--- config.mk ---
export PLATFORM = sky130hd
export DESIGN_NAME = cmd_framer
export DESIGN_NICKNAME = d
export VERILOG_FILES = /design/src/rtl/cmd_pkg.sv /design/src/rtl/cmd_word_seq.sv /design/src/rtl/cmd_word_store.sv /design/src/rtl/cmd_field_dec.sv /design/src/rtl/cmd_framer.sv
export SDC_FILE = /design/constraint.sdc
export NUM_CORES = 1
export LEC_CHECK = 0
export BUFFER_PORTS_ARGS = -buffer_cell sky130_fd_sc_hd__buf_2
export CAP_MARGIN = 20
export CELL_PAD_IN_SITES_DETAIL_PLACEMENT = 1
export CELL_PAD_IN_SITES_GLOBAL_PLACEMENT = 2
export CORE_AREA = 3 3 100 102
export CTS_CLUSTER_DIAMETER = 150
export DETAILED_ROUTE_END_ITERATION = 8
export DIE_AREA = 0 0 103 105
export PLACE_DENSITY_LB_ADDON = 0.3
export SYNTH_ARGS = -nofsm -noshare
export SYNTH_HDL_FRONTEND = slang
export SYNTH_HIERARCHICAL = 1
export SYNTH_SLANG_ARGS = --single-unit
--- constraint.sdc ---
create_clock -name clk_i -period 1.8 [get_ports clk_i]
set_clock_uncertainty 0.1 [all_clocks]
set_input_delay 0.27 -clock clk_i [delete_from_list [all_inputs] [get_ports clk_i]]
set_output_delay 0.27 -clock clk_i [all_outputs]
set_load 0.02 [all_outputs]
--- src/rtl/cmd_pkg.sv ---
package cmd_pkg;
  localparam int WORD_W  = 10;
  localparam int WORDS   = 4;
  localparam int PKT_W   = WORD_W * WORDS;
  localparam int ID_W    = 9;
  localparam int CMD_W   = 6;
  localparam int BANK_W  = 3;
  localparam int ROW_W   = 11;
  localparam int SPA_W   = 1;
  localparam int SPB_W   = 3;
  localparam int COL_W   = 7;
  localparam int ID_LSB   = PKT_W - ID_W;
  localparam int CMD_LSB  = ID_LSB - CMD_W;
  localparam int BANK_LSB = CMD_LSB - BANK_W;
  localparam int ROW_LSB  = BANK_LSB - ROW_W;
  localparam int SPA_LSB  = ROW_LSB - SPA_W;
  localparam int SPB_LSB  = SPA_LSB - SPB_W;
  localparam int COL_LSB  = SPB_LSB - COL_W;
endpackage

--- src/rtl/cmd_word_seq.sv ---
module cmd_word_seq #(
  parameter int WORDS = 4,
  localparam int IW = $clog2(WORDS)
) (
  input  logic          clk_i,
  input  logic          rst_ni,
  input  logic          flag_i,
  output logic          cap_o,
  output logic [IW-1:0] slot_o,
  output logic          last_o
);
  logic          busy_q;
  logic [IW-1:0] cnt_q;

  assign slot_o = flag_i ? '0 : cnt_q;
  assign cap_o  = flag_i | busy_q;
  assign last_o = busy_q & ~flag_i & (cnt_q == IW'(WORDS - 1));

  always_ff @(posedge clk_i or negedge rst_ni) begin
    if (!rst_ni) begin
      busy_q <= 1'b0;
      cnt_q  <= '0;
    end else if (flag_i) begin
      // flag always restarts, discarding any partial packet
      busy_q <= 1'b1;
      cnt_q  <= IW'(1);
    end else if (last_o) begin
      busy_q <= 1'b0;
      cnt_q  <= '0;
    end else if (busy_q) begin
      cnt_q  <= cnt_q + IW'(1);
    end
  end

  a_r9_restart: assert property (@(posedge clk_i) disable iff (!rst_ni)
    flag_i |=> (busy_q && cnt_q == IW'(1)));

  a_r2_advance: assert property (@(posedge clk_i) disable iff (!rst_ni)
    (busy_q && !flag_i && cnt_q != IW'(WORDS - 1)) |=>
      (busy_q && cnt_q == $past(cnt_q) + IW'(1)));

  a_r8_idle_hold: assert property (@(posedge clk_i) disable iff (!rst_ni)
    (!busy_q && !flag_i) |=> !busy_q);
endmodule

--- src/rtl/cmd_word_store.sv ---
module cmd_word_store #(
  parameter int WORD_W = 10,
  parameter int WORDS  = 4,
  localparam int IW    = $clog2(WORDS),
  localparam int PKT_W = WORD_W * WORDS
) (
  input  logic              clk_i,
  input  logic              rst_ni,
  input  logic              cap_i,
  input  logic [IW-1:0]     slot_i,
  input  logic              last_i,
  input  logic [WORD_W-1:0] ca_i,
  output logic [PKT_W-1:0]  pkt_o,
  output logic              valid_o
);
  logic [WORDS-2:0][WORD_W-1:0] slot_q;
  logic [PKT_W-1:0]             asm_w;
  logic [PKT_W-1:0]             pkt_q;
  logic                         valid_q;

  always_ff @(posedge clk_i or negedge rst_ni) begin
    if (!rst_ni) begin
      slot_q <= '0;
    end else if (cap_i) begin
      for (int k = 0; k < WORDS - 1; k++) begin
        if (slot_i == IW'(k)) slot_q[k] <= ca_i;
      end
    end
  end

  // earlier words to the MSBs, the live last word to the LSBs
  for (genvar k = 0; k < WORDS - 1; k++) begin : g_asm
    assign asm_w[PKT_W-1-k*WORD_W -: WORD_W] = slot_q[k];
  end
  assign asm_w[WORD_W-1:0] = ca_i;

  always_ff @(posedge clk_i or negedge rst_ni) begin
    if (!rst_ni) begin
      pkt_q   <= '0;
      valid_q <= 1'b0;
    end else begin
      valid_q <= last_i;
      if (last_i) pkt_q <= asm_w;
    end
  end

  assign pkt_o   = pkt_q;
  assign valid_o = valid_q;

  a_r11_single_pulse: assert property (@(posedge clk_i) disable iff (!rst_ni)
    valid_q |=> !valid_q);

  a_r11_hold: assert property (@(posedge clk_i) disable iff (!rst_ni)
    !last_i |=> $stable(pkt_q));
endmodule

--- src/rtl/cmd_field_dec.sv ---
module cmd_field_dec
  import cmd_pkg::*;
(
  input  logic [PKT_W-1:0]  pkt_i,
  input  logic              valid_i,
  output logic [ID_W-1:0]   dev_id_o,
  output logic [CMD_W-1:0]  cmd_o,
  output logic [BANK_W-1:0] bank_o,
  output logic [ROW_W-1:0]  row_o,
  output logic [COL_W-1:0]  col_o,
  output logic              fmt_err_o
);
  logic [SPA_W-1:0] spa_w;
  logic [SPB_W-1:0] spb_w;

  assign dev_id_o  = pkt_i[ID_LSB   +: ID_W];
  assign cmd_o     = pkt_i[CMD_LSB  +: CMD_W];
  assign bank_o    = pkt_i[BANK_LSB +: BANK_W];
  assign row_o     = pkt_i[ROW_LSB  +: ROW_W];
  assign col_o     = pkt_i[COL_LSB  +: COL_W];
  assign spa_w     = pkt_i[SPA_LSB  +: SPA_W];
  assign spb_w     = pkt_i[SPB_LSB  +: SPB_W];
  assign fmt_err_o = valid_i & ((|spa_w) | (|spb_w));
endmodule

--- src/rtl/cmd_framer.sv ---
module cmd_framer
  import cmd_pkg::*;
(
  input  logic              clk_i,
  input  logic              rst_ni,
  input  logic              flag_i,
  input  logic [WORD_W-1:0] ca_i,
  output logic              pkt_valid_o,
  output logic [PKT_W-1:0]  pkt_o,
  output logic [ID_W-1:0]   dev_id_o,
  output logic [CMD_W-1:0]  cmd_o,
  output logic [BANK_W-1:0] bank_o,
  output logic [ROW_W-1:0]  row_o,
  output logic [COL_W-1:0]  col_o,
  output logic              fmt_err_o
);
  localparam int IW = $clog2(WORDS);

  logic          cap_w;
  logic [IW-1:0] slot_w;
  logic          last_w;

  cmd_word_seq #(.WORDS(WORDS)) u_seq (
    .clk_i  (clk_i),
    .rst_ni (rst_ni),
    .flag_i (flag_i),
    .cap_o  (cap_w),
    .slot_o (slot_w),
    .last_o (last_w)
  );

  cmd_word_store #(.WORD_W(WORD_W), .WORDS(WORDS)) u_store (
    .clk_i   (clk_i),
    .rst_ni  (rst_ni),
    .cap_i   (cap_w),
    .slot_i  (slot_w),
    .last_i  (last_w),
    .ca_i    (ca_i),
    .pkt_o   (pkt_o),
    .valid_o (pkt_valid_o)
  );

  cmd_field_dec u_dec (
    .pkt_i     (pkt_o),
    .valid_i   (pkt_valid_o),
    .dev_id_o  (dev_id_o),
    .cmd_o     (cmd_o),
    .bank_o    (bank_o),
    .row_o     (row_o),
    .col_o     (col_o),
    .fmt_err_o (fmt_err_o)
  );

  a_r9_no_strobe_after_flag: assert property (@(posedge clk_i) disable iff (!rst_ni)
    pkt_valid_o |-> !$past(flag_i));

  a_r10_err_with_valid: assert property (@(posedge clk_i) disable iff (!rst_ni)
    fmt_err_o |-> pkt_valid_o);
endmodule

==> results of run 1 <==
==> logic make-up (layout without fill, tap and decap cells) <==
logic type,Yosys count,count (layout),synth area share (%)
and+or+nand+nor,10,10,2.292
adders and majority gates,1,1,0.3950
muxes,71,71,27.58
DFF,74,74,58.48
buffers and inverters,44,127,10.35
AOI/OAI and AO/OA,3,3,0.9088
==> placed cells by master, fill, tap and decap left out, types with 2 or more instances in the layout <==
cell,count
mux2_2,50
nor3b_4,2
clkinv_2,2
nor2_1,2
nand3b_1,2
buf_12,4
clkbuf_8,10
buf_6,2
bufinv_16,2
dfrtp_1,74
nor2b_1,3
buf_4,10
clkbuf_16,3
mux2_4,20
buf_2,89
==> repair_timing <==
action / CTS / global route
hold buffers: 1 / 0
setup buffers: 0 / 1
endpoints found under the setup margin: 11 / 40
pin swaps: 0 / 1
cloned: 0 / 5
gates resized for setup: 2 / 3
endpoints found under the hold margin: 72 / 0
==> metrics by stage <==
step,setup TNS (ns),instance area [um^2],worst slack (ns),hold WS (ns)
floorplan,0,3167,0.2103,-0.1256
global placement,-0.03117,3588,-0.003877,0.03355
detailed placement,-0.1975,3588,-0.02811,0.03219
CTS,0,3824,0.009803,0.1159
global route,-1.190,3961,-0.04331,0.1009
finish,0,3961,0.02578,0.1148
==> final timing paths <==
| check | from | depth (start not counted) | endpoint |
|---|---|---|---|
| setup / recovery | u_seq/cnt_q[0] | 7 | u_store/pkt_o[16] |
| hold / removal | ca_i[3] | 2 | u_store/asm_w[23] |
| setup reg to reg | u_seq/cnt_q[0] | 7 | u_store/pkt_o[16] |
| hold reg to reg | u_store/asm_w[34] | 1 | u_store/asm_w[34] |
| max in group asynchronous | rst_ni | 3 | u_store/pkt_o[9] |
| min in group asynchronous | rst_ni | 2 | u_store/pkt_o[22] |
==> power by group through the flow <==
stage	logic, mW	clock network, mW	registers [mW]
2_1_floorplan	2.42	0	3.51
3_3_place_gp	3.61	0	3.00
3_5_place_dp	3.65	0	3.04
4_1_cts	3.67	1.48	3.01
5_1_grt	4.03	1.56	3.14
6_report	3.79	1.43	3.00
==> worst max-delay path, stage by stage, from the launching register on <==
cell,delay (ns)
dfrtp_1,0.35
buf_4,0.13
ha_4,0.13
inv_2,0.04
nor3b_4,0.23
buf_12,0.18
clkbuf_16,0.16
mux2_2,0.32
==> registers in the layout (all words and copies together) (netlist names) <==
name	count
u_seq/busy_q	1
u_seq/cnt_q	2
u_store/asm_w	30
u_store/pkt_o	40
u_store/valid_o	1
==> area by class of cell <==
class / instances / share of cell area (%)
Sequential cell: 74 / 46.75
Multi-Input combinational cell: 85 / 25.55
Timing Repair Buffer: 110 / 18.57
Clock buffer: 11 / 3.569
Tap cell: 111 / 3.506
Clock inverter: 5 / 1.958
Inverter: 1 / 0.09476
==> synth_stat cells <==
| cell type | number | area [um^2] |
|---|---|---|
| nand3b_1 | 2 | 15.01 |
| dfrtp_1 | 74 | 1852 |
| mux2_2 | 50 | 563.0 |
| o41a_1 | 1 | 11.26 |
| a21o_2 | 1 | 8.760 |
| mux2i_1 | 1 | 10.01 |
| buf_6 | 3 | 33.78 |
| buf_4 | 36 | 270.3 |
| nor2b_1 | 3 | 18.77 |
| a211o_1 | 1 | 8.760 |
| mux2_4 | 20 | 300.3 |
| inv_1 | 1 | 3.750 |
| or2_1 | 1 | 6.260 |
| buf_2 | 4 | 20.02 |
| nor3b_2 | 2 | 25.02 |
| nor2_1 | 2 | 7.510 |
| ha_1 | 1 | 12.51 |
==> per-layer routing <==
metal  GRT usage [%]  part of all wire (%)  wire length (um)
met3           3.605                   3.7               247
met4           4.163                   1.4                92
met2           18.19                    49              3302
met1           16.21                    46              3053
met5               0                     0                 0
==> impl_metrics.py, run 1 <==
metrics = {
    "finish": {
        "layout.cells.non_filler": 397,
        "multiInputGateArea_um2": 1012,
        "nets": 295,
        "drive_gt1_share_pct": 69.58,
        "areaGrowthSynthToFinish_pct": 25.09,
        "num_antenna_cells": 0,
        "nFillCells": 949,
        "seq_area_um2": 1852,
        "utilization_pct": 43.07,
    },
    "pwr": {
        "power.switching_mw": 3.127,
        "p_sw_share_pct": 38.07,
        "cellLeakagePower_nw": 1.935,
        "p_seq_share_pct": 36.5,
        "p_per_area_nw_per_um2": 2073,
        "power_frac_clock_pct": 17.4,
        "pwr-share-comb_pct": 46.1,
        "power_mw": 8.213,
        "ir_drop_uv": 828.3,
        "p_int_mw": 5.086,
    },
    "worst_setup_path": {
        "worstPathMaxFanout": 7,
        "arrival_ns": 1.90,
        "crit_type": "reg2reg",
        "critPathLaunchType": "register",
        "end_kind": "register",
        "regToRegSetupSlack_ns": 0.03,
        "required_ns": 1.93,
    },
    "sta": {
        "period_share_pct": 98.57,
        "drv_slew": 0,
        "clock.fmax_ghz": 0.5636,
        "setup_viol": 0,
        "tightest_slew_ns": 0.5080,
        "min_period_ns": 1.774,
        "maxSlewHeadroom_pct": 66.10,
        "hold_viol": 0,
    },
    "global_route": {
        "track_usage_pct": 12.01,
        "overflow": 0,
        "grt_pass1_wl_um": 9811,
        "antenna_found_initial": 0,
        "grt_pass1_vias": 1790,
        "grt_max_degree": 40,
    },
    "clock_tree": {
        "cts_root_buf": "clkbuf_8",
        "cts_max_level": 3,
        "clk_latency_ns": 0.34,
        "cts_tree": "done",
        "clockBufferDepth": 2,
        "clock-sinks": 74,
        "numCtsBuffers": 9,
        "path_clk_slew_ns": 0.08,
    },
    "synth": {
        "syn_nets": 217,
        "yosysSeqAreaShare_pct": 58.47,
        "syn_avg_cell_area_um2": 15.60,
        "synth_cell_type_count": 17,
        "ys_warn_count": 6,
        "synth_area_um2": 3167,
        "synth_seq_cells": 74,
        "syn-instance-count": 203,
    },
    "die": {
        "die_h_um": 105,
        "die_x_um": 103,
        "dieArea_um2": 10820,
        "core_um2": 9196,
        "io_pins": 91,
        "num_rows": 35,
        "start_util_pct": 34.44,
    },
    "worst_hold_path": {
        "hold_path_class": "in2reg",
    },
    "placed_design": {
        "io_buffers": 90,
        "post-dp-hpwl_um": 4326,
        "dp.cells": 374,
        "gp_congestion": 0.6687,
    },
    "routing": {
        "vias": 1785,
        "drt-initial-drc-count": 24,
        "firstDrtPassIters": 3,
        "wl_um": 6695,
        "vias_per_cell": 4.496,
        "drtAntennaViolNets": 0,
        "wl_per_cell_um": 16.86,
        "drc": 0,
    },
    "flow_run": {
        "maxCapViolCount": 0,
    },
    "status": {
        "outcome": "complete, no violations",
    },
}
Power figures use the tool's default switching activity.
==> run 2: changes to the inputs <==
--- a/config.mk
+++ b/config.mk
@@ -9,11 +9,11 @@
 export CAP_MARGIN = 20
 export CELL_PAD_IN_SITES_DETAIL_PLACEMENT = 1
 export CELL_PAD_IN_SITES_GLOBAL_PLACEMENT = 2
-export CORE_AREA = 3 3 100 102
+export CORE_AREA = 5 5 102 104
 export CTS_CLUSTER_DIAMETER = 150
 export DETAILED_ROUTE_END_ITERATION = 8
-export DIE_AREA = 0 0 103 105
-export PLACE_DENSITY_LB_ADDON = 0.3
+export DIE_AREA = 0 0 107 109
+export PLACE_DENSITY_LB_ADDON = 0.1
 export SYNTH_ARGS = -nofsm -noshare
 export SYNTH_HDL_FRONTEND = slang
 export SYNTH_HIERARCHICAL = 1
==> run 2 against run 1 <==
Compared with the run above:
- sequential power about the same
- die area is 7.8% higher
- worst hold slack better by 0.011 ns
- worst setup slack worse by 0.0025 ns
- count of clock-buffer cells in the layout down 1
- power is 1.4% higher
- sequential share of layout area down 0.25 points
- first-iteration DRC count grew 13%
- global-route usage decreased by 0.47 points
- routed wire length decreased by 0.21%
==> impl_metrics.py, run 2 (synthesis gave the netlist of run 1 again) <==
metrics = {
    "routing": {
        "firstDrtPassIters": 2,
        "vias_per_cell": 4.486,
        "drt-initial-drc-count": 27,
        "drc": 0,
        "vias": 1790,
        "wl_um": 6681,
        "wl_per_cell_um": 16.74,
        "drtAntennaViolNets": 0,
    },
    "placed_design": {
        "pre_cts_ws_ns": -0.09648,
        "gp_congestion": 0.6808,
        "io_buffers": 90,
        "dp.cells": 377,
        "post-dp-hpwl_um": 4436,
    },
    "pwr": {
        "p_per_area_nw_per_um2": 2092,
        "cellLeakagePower_nw": 1.938,
        "power_mw": 8.330,
        "ir_drop_uv": 789.2,
    },
    "clock_tree": {
        "cts_tree": "done",
        "cts_root_buf": "clkbuf_8",
        "numCtsBuffers": 9,
        "clockBufferDepth": 2,
        "cts_max_level": 3,
        "clk_latency_ns": 0.33,
        "path_clk_slew_ns": 0.08,
        "clock-sinks": 74,
    },
    "global_route": {
        "track_usage_pct": 11.53,
        "grt_max_degree": 75,
        "grt_pass1_wl_um": 10090,
        "antenna_found_initial": 0,
        "overflow": 0,
        "grt_pass1_vias": 1832,
    },
    "worst_setup_path": {
        "crit_path_top_delay_cell": "dfrtp_1",
        "crit_type": "reg2reg",
        "end_kind": "register",
        "arrival_ns": 1.89,
        "critPathLaunchType": "register",
        "required_ns": 1.92,
        "critical_path.cell_chain": "buf_6 > ha_4 > inv_2 > nor3b_4 > buf_6 > clkbuf_16 > mux2_2",
        "worstPathMaxFanout": 5,
        "timing.critical_path.mode_cell": "buf_6",
        "max_stage_delay_ns": 0.36,
    },
    "sta": {
        "fin_tns_setup_ns": 0,
        "hold_viol": 0,
        "period_share_pct": 98.71,
        "setup_viol": 0,
        "finalWorstSetupSlack_ns": 0.02325,
        "maxSlewHeadroom_pct": 62.63,
        "rsz0062_at_grt": "yes",
        "tightest_slew_ns": 0.5599,
        "clock.fmax_ghz": 0.5628,
        "drv_slew": 0,
        "min_period_ns": 1.777,
    },
    "finish": {
        "final_common_cell": "buf_2",
        "areaGrowthSynthToFinish_pct": 25.76,
        "utilization_pct": 42.10,
        "nets": 294,
        "drive_gt1_share_pct": 69.47,
        "layout.cells.non_filler": 399,
        "largest_reg_flops": 40,
        "mostFrequentLayoutCells": "buf_2, dfrtp_1, mux2_2, mux2_4, clkbuf_8",
        "num_antenna_cells": 0,
    },
    "die": {
        "start_util_pct": 33.48,
        "die_h_um": 109,
        "die_x_um": 107,
        "dieArea_um2": 11660,
        "core_um2": 9459,
        "num_rows": 36,
        "io_pins": 91,
    },
    "flow_run": {
        "maxCapViolCount": 0,
    },
    "worst_hold_path": {
        "hold_path_class": "in2reg",
    },
    "status": {
        "outcome": "complete, no violations",
    },
}
run 2: cell types whose count changed in the layout (fill, tap and decap cells not counted), sizes merged:
cell and change:
bufinv +1, buf -1, inv +1, clkinv -2, clkinvlp +1, clkbuf -1
run 2: layout make-up:
type / count / area [um^2]
repair buffers: 109 / 726.9
multi-input cells: 85 / 1016
fillers: 990 / 5477
clock inverters: 6 / 113.9
inverters: 1 / 3.754
flip-flops and latches: 74 / 1852
well taps: 114 / 142.6
clock buffers: 10 / 127.6
run 2: what timing repair did:
| action | CTS | global route |
|---|---|---|
| setup buffers | 0 | 2 |
| pin swaps | 0 | 1 |
| cloned | 0 | 3 |
| gates resized for setup | 1 | 11 |
| endpoints found under the setup margin | 10 | 40 |
| endpoints found under the hold margin | 74 | 0 |
| hold buffers | 1 | 0 |
run 2: final timing paths:
check / depth (start not counted) / slack, ns / start / end
worst min register to register: 1 / 0.41 / u_store/asm_w[31] / u_store/pkt_o[31]
worst max-delay path: 7 / 0.02 / u_seq/cnt_q[0] / u_store/pkt_o[38]
worst max register to register: 7 / 0.02 / u_seq/cnt_q[0] / u_store/pkt_o[38]
max in group asynchronous: 3 / 0.88 / rst_ni / u_store/pkt_o[38]
min in group asynchronous: 3 / 0.38 / rst_ni / u_store/pkt_o[19]
worst min-delay path: 2 / 0.13 / ca_i[9] / u_store/asm_w[29]
run 2: layer usage:
metal | track usage [%] | wire length, um
met1 | 16.53 | 3174
met3 | 2.783 | 338
met4 | 5.479 | 87
met2 | 16.37 | 3082
met5 | 0 | 0
run 2: worst max-delay path: cells and delay by family, from the launching register on:
kind / cells / cell delay [ns]
fa+ha+maj: 1 / 0.13
flops: 1 / 0.36
mux: 1 / 0.32
simple gates: 1 / 0.22
buf+inv: 4 / 0.52
run 2: metrics by stage:
stage / cell area, um^2 / hold slack, ns
global placement: 3592 / 0.2290
floorplan: 3167 / -0.1256
finish: 3983 / 0.1258
CTS: 3850 / 0.1020
global route: 3983 / 0.1086
detailed placement: 3592 / 0.2229
run 2: power breakdown:
part | switching [mW] | leakage (nW) | internal (mW)
registers | 0.515 | 0.879 | 2.48
logic | 2.00 | 0.945 | 1.79
clock network | 0.612 | 0.113 | 0.926
